--- src/rtl/rtc_idx_regs.sv ---
module rtc_idx_regs #(
  parameter int IDX_W = 7,
  parameter int DW    = 8
) (
  input  logic          clk,
  input  logic          rst_n,
  input  logic          bus_a0,
  input  logic          bus_we,
  input  logic          bus_rd,
  input  logic [DW-1:0] bus_wdata,
  output logic [DW-1:0] bus_rdata,
  input  logic [2:0]    flag_set,
  input  logic          uip_set,
  input  logic          uip_clr,
  output logic [3:0]    rate_sel,
  output logic [2:0]    osc_sel,
  output logic [DW-1:0] ctl_b,
  output logic          irq,
  output logic          time_load
);
  localparam int DEPTH = 1 << IDX_W;
  localparam logic [IDX_W-1:0] IX_A = IDX_W'(10);
  localparam logic [IDX_W-1:0] IX_B = IDX_W'(11);
  localparam logic [IDX_W-1:0] IX_C = IDX_W'(12);
  localparam logic [IDX_W-1:0] IX_D = IDX_W'(13);
  localparam logic [DW-1:0] RST_A = DW'(8'h26);
  localparam logic [DW-1:0] RST_B = DW'(8'h02);
  localparam logic [DW-1:0] VAL_D = DW'(8'h80);

  logic [IDX_W-1:0] idx;
  logic [DW-1:0]    reg_a, reg_b, reg_c, rd_mux;
  logic [DW-1:0]    mem [DEPTH];

  wire wr_odd  = bus_we & bus_a0;
  wire wr_even = bus_we & ~bus_a0;
  wire rd_odd  = bus_rd & bus_a0;
  wire hit_a   = idx == IX_A;
  wire hit_b   = idx == IX_B;
  wire hit_c   = idx == IX_C;
  wire hit_d   = idx == IX_D;
  wire is_ctl  = hit_a | hit_b | hit_c | hit_d;
  wire is_time = (idx == IDX_W'(0)) | (idx == IDX_W'(2)) | (idx == IDX_W'(4)) |
                 (idx == IDX_W'(6)) | (idx == IDX_W'(7)) | (idx == IDX_W'(8)) |
                 (idx == IDX_W'(9));

  wire       raise = |(flag_set & reg_b[6:4]);
  wire [DW-1:0] c_new = {raise, flag_set, {(DW-4){1'b0}}};

  assign rate_sel = reg_a[3:0];
  assign osc_sel  = reg_a[6:4];
  assign ctl_b    = reg_b;
  assign irq      = reg_c[DW-1];

  always_comb begin
    if (hit_a)      rd_mux = reg_a;
    else if (hit_b) rd_mux = reg_b;
    else if (hit_c) rd_mux = reg_c;
    else if (hit_d) rd_mux = VAL_D;
    else            rd_mux = mem[idx];
  end

  always_ff @(posedge clk) begin
    if (wr_odd && !is_ctl) mem[idx] <= bus_wdata;
  end

  always_ff @(posedge clk) begin
    if (!rst_n) begin
      idx       <= '0;
      reg_a     <= RST_A;
      reg_b     <= RST_B;
      reg_c     <= '0;
      bus_rdata <= '0;
      time_load <= 1'b0;
    end else begin
      if (wr_even) idx <= bus_wdata[IDX_W-1:0];

      if (wr_odd && hit_a) reg_a[DW-2:0] <= bus_wdata[DW-2:0];
      if (wr_odd && hit_b && bus_wdata[DW-1]) reg_a[DW-1] <= 1'b0;
      else if (uip_clr)                       reg_a[DW-1] <= 1'b0;
      else if (uip_set && !reg_b[DW-1])       reg_a[DW-1] <= 1'b1;

      if (wr_odd && hit_b) reg_b <= bus_wdata;

      reg_c <= ((rd_odd && hit_c) ? '0 : reg_c) | c_new;

      if (bus_rd) bus_rdata <= bus_a0 ? rd_mux : '1;

      time_load <= wr_odd && ((is_time && !reg_b[DW-1]) ||
                              (hit_b && reg_b[DW-1] && !bus_wdata[DW-1]));
    end
  end
endmodule

--- config.mk ---
export PLATFORM = sky130hd
export DESIGN_NAME = rtc_idx_regs
export DESIGN_NICKNAME = d
export VERILOG_FILES = /design/src/rtl/rtc_idx_regs.sv
export SDC_FILE = /design/constraint.sdc
export NUM_CORES = 1
export LEC_CHECK = 0
export ABC_AREA = 1
export ABC_CLOCK_PERIOD_IN_PS = 2400
export BUFFER_PORTS_ARGS = -buffer_cell sky130_fd_sc_hd__buf_2
export CAP_MARGIN = 20
export CORE_MARGIN = 5
export CORE_UTILIZATION = 59
export CTS_BUF_LIST = sky130_fd_sc_hd__clkbuf_4 sky130_fd_sc_hd__clkbuf_8
export CTS_CLUSTER_DIAMETER = 120
export CTS_CLUSTER_SIZE = 12
export DETAILED_ROUTE_END_ITERATION = 8
export PLACE_DENSITY_LB_ADDON = 0.15
export SETUP_SLACK_MARGIN = 0.02
export SLEW_MARGIN = 20
export SYNTH_ARGS = -nofsm -noshare
export SYNTH_HDL_FRONTEND = slang
export SYNTH_SLANG_ARGS = --single-unit
--- constraint.sdc ---
create_clock -name clk -period 2.4 [get_ports clk]
set_input_delay 0.48 -clock clk [delete_from_list [all_inputs] [get_ports clk]]
set_output_delay 0.48 -clock clk [all_outputs]
set_load 0.03 [all_outputs]
==> flow_metrics.env <==
export IMPL_outcome="complete, but fails checks"
export IMPL_violations="negative setup slack"
export IMPL_pwr_share_seq_pct=59.9
export IMPL_grt_pass1_wl_mm=177.0
export IMPL_rsz0062_at_grt="yes"
export IMPL_yosysTopAreaCell="edfxtp_1"
export IMPL_wl_per_cell_um=24.14
export IMPL_die_width_um=280.4
export IMPL_ant_nets=0
export IMPL_hp_class="input pin to flop"
export IMPL_clkSinkCount=1067
export IMPL_synthXorXnorAreaFrac_pct=0
export IMPL_slew_violations=0
export IMPL_combinationalPowerShare_pct=10.1
export IMPL_critical_path_required_ps=3040
export IMPL_synthSimpleGateAreaFrac_pct=21.45
export IMPL_area_growth_synth_to_final_pct=13.38
export IMPL_drc=0
export IMPL_clk_pin_slew_ps=100
export IMPL_avgSynthCellArea_um2=11.50
export IMPL_grt_max_degree=93
export IMPL_first_global_vias=29300
export IMPL_grtUsageTotal_pct=29.72
export IMPL_fin_crit_ps=2468
export IMPL_synth_top_family_by_area="simple AND/OR/NAND/NOR gates"
export IMPL_fin_crit_sh_pct=102.8
export IMPL_worst_skew_pair_late_latency_ps=750
export IMPL_setup_viol=6
export IMPL_finalSetupTns_ps=-176.6
export IMPL_synth_compound_area_share_pct=2.346
export IMPL_intPower_uw=25950
export IMPL_crit_type="flop to flop"
export IMPL_finalHoldViolCount=0
export IMPL_crit_arrival_ps=3100
export IMPL_synth_area_leaders="edfxtp_1 (71%), nand3_1 (9.9%), nand2_1 (9.8%)"
export IMPL_cts_tree="done"
export IMPL_hold_ws_ps=86.28
export IMPL_synth_top_cell_area_share_pct=71.28
export IMPL_switching_share_pct=24.24
export IMPL_cts_buffer_depth=3
export IMPL_setup_slack_ps=-68.33
export IMPL_power_density_nw_per_um2=700.3
export IMPL_path_max_fanout=23
export IMPL_synthAdderAreaFrac_pct=0
export IMPL_rows=99
export IMPL_wirelength_mm=118.4
export IMPL_nets=3914
export IMPL_place_hpwl_mm=72.08
export IMPL_drt_iter0_markers=3804
export IMPL_layout_commonest_cell="nand2_1"
export IMPL_synthesis_area_um2=43140
export IMPL_ys_ff_latch=1067
export IMPL_power_leakage_uw=0.01734
export IMPL_drive_gt1_share_pct=14.51
export IMPL_ys_types=23
export IMPL_via_per_inst=6.087
export IMPL_layout_common_cells="nand2_1 (1114), edfxtp_1 (1024), nand3_1 (837)"
export IMPL_cp_end_kind="flop"
export IMPL_cts_buffers_inserted=98
export IMPL_overflow=0
export IMPL_num_vias=29840
export IMPL_drv_cap=0
export IMPL_vdd_drop_max_v=0.0007155
export IMPL_worst_pin_slew_ps=851.6
export IMPL_die_h_um=280.4
export IMPL_synth_mux_area_share_pct=0
export IMPL_clock_skew_ps=50.24
export IMPL_routabilityCongestion=0.9486
export IMPL_coreArea_um2=72710
export IMPL_start_util_pct=59.33
export IMPL_netSwitchingPower_uw=8302
export IMPL_worstSetupStartpointType="flop"
export IMPL_seq_area_frac_synth_pct=73.28
export IMPL_power_frac_clock_pct=30.0
export IMPL_reg2reg_setup_slack_ps=-70
export IMPL_grt_antenna_before_repair=3
export IMPL_htree_levels=3
export IMPL_cts_root_buf="clkbuf_8"
export IMPL_drt_first_pass_iters=6
export IMPL_fmax_mhz=405.1
export IMPL_slew_headroom_pct=43.22
export IMPL_synth_cells=3752
export IMPL_pin_count=43
export IMPL_numPortBuffers=42
export IMPL_hp_start="bus_wdata[2]"
export IMPL_die_area_um2=78620
export IMPL_yosysWarnings=0
[state kept, by name, summed over array words and instances, names as in the netlist, named ones only]
name and cells:
idx 7, bus_rdata 8, ctl_b 8, mem 1024
reg_c 4, time_load 1, reg_a 8
[metrics by stage]
step,worst slack [ps],total power [uW],cell area [um2],instances,utilization (%)
6_report,-68.33,34250,48910,4902,67.27
5_1_grt,-179.0,35410,48910,4902,67.27
4_1_cts,15.10,34220,48510,4891,66.72
3_5_place_dp,-382.4,24100,45930,4727,63.17
3_3_place_gp,-330.0,24050,45930,4727,63.17
2_1_floorplan,-87.51,22550,43270,3783,-
[layer usage]
| layer | global-route usage, % | vias up | wire length [um] |
|---|---|---|---|
| li1 | - | 13430 | - |
| met1 | 41.84 | 14410 | 45910 |
| met2 | 46.14 | 1738 | 54290 |
| met3 | 7.123 | 262 | 13600 |
| met4 | 10.77 | 2 | 4538 |
| met5 | 0 | - | 17 |
[path summary, 6_finish.rpt]
kind | cells after the start | end
max | 15 | bus_rdata[0]
min | 1 | mem[87][2]
max reg2reg | 15 | bus_rdata[0]
min reg2reg | 2 | reg_a[6]
[power by group through the flow]
stage / clock network [uW] / logic, uW / registers (uW)
after floorplan: 0 / 1600 / 20900
after global placement: 0 / 3110 / 20900
after detailed placement: 0 / 3150 / 20900
after CTS: 10400 / 3330 / 20500
after global routing: 11200 / 3690 / 20500
final: 10300 / 3450 / 20500
[layout make-up]
class	instances	area, um2
antenna	2	5.005
clock buffer	140	1670
clock inverter	5	45.04
fill	5288	23800
inverter	74	309.0
multi-input combinational	2398	11000
sequential	1067	31630
tap	959	1200
timing repair buffer	257	3049
[critical path: stages (launching register included)]
cell and delay (ps):
dfxtp_4 500, inv_12 130, buf_16 200, buf_4 170
o21ai_1 80, o22ai_1 130, nand2_1 90, nand3_1 60
nand2_1 130, nand2_1 100, nand2_1 90, nand3_2 150
nand3_1 190, nand2_1 110, a21oi_1 140, nor2_1 60
[synth_stat cells]
master and number:
nand2_1 1127, edfxtp_1 1024, nand3_1 855, nor2_1 183, clkbuf_1 159, o21ai_0 94, a21oi_1 76, inv_1 69
buf_1 45, dfxtp_1 43, buf_2 33, o22ai_1 15, buf_4 7, o211ai_1 7, inv_2 3, nor3_1 3
clkinv_1 2, nand4_1 2, a211oi_1 1, conb_1 1, nor4_4 1, o31ai_1 1, or2_2 1
[cells by family after synthesis]
family / count (synthesis)
flops: 1067
compound gates: 194
other cells: 1
simple gates: 2172
buf+inv: 318
[timing repair]
| item | CTS | global route |
|---|---|---|
| resized for setup | 150 | 69 |
| hold buffers | 4 | 0 |
| endpoints found under the hold margin | 4 | 0 |
| pin swaps | 0 | 5 |
| cloned | 8 | 6 |
| endpoints found under the setup margin | 787 | 769 |
| setup buffers | 8 | 3 |
No activity file was read; power rests on OpenSTA's default activity.
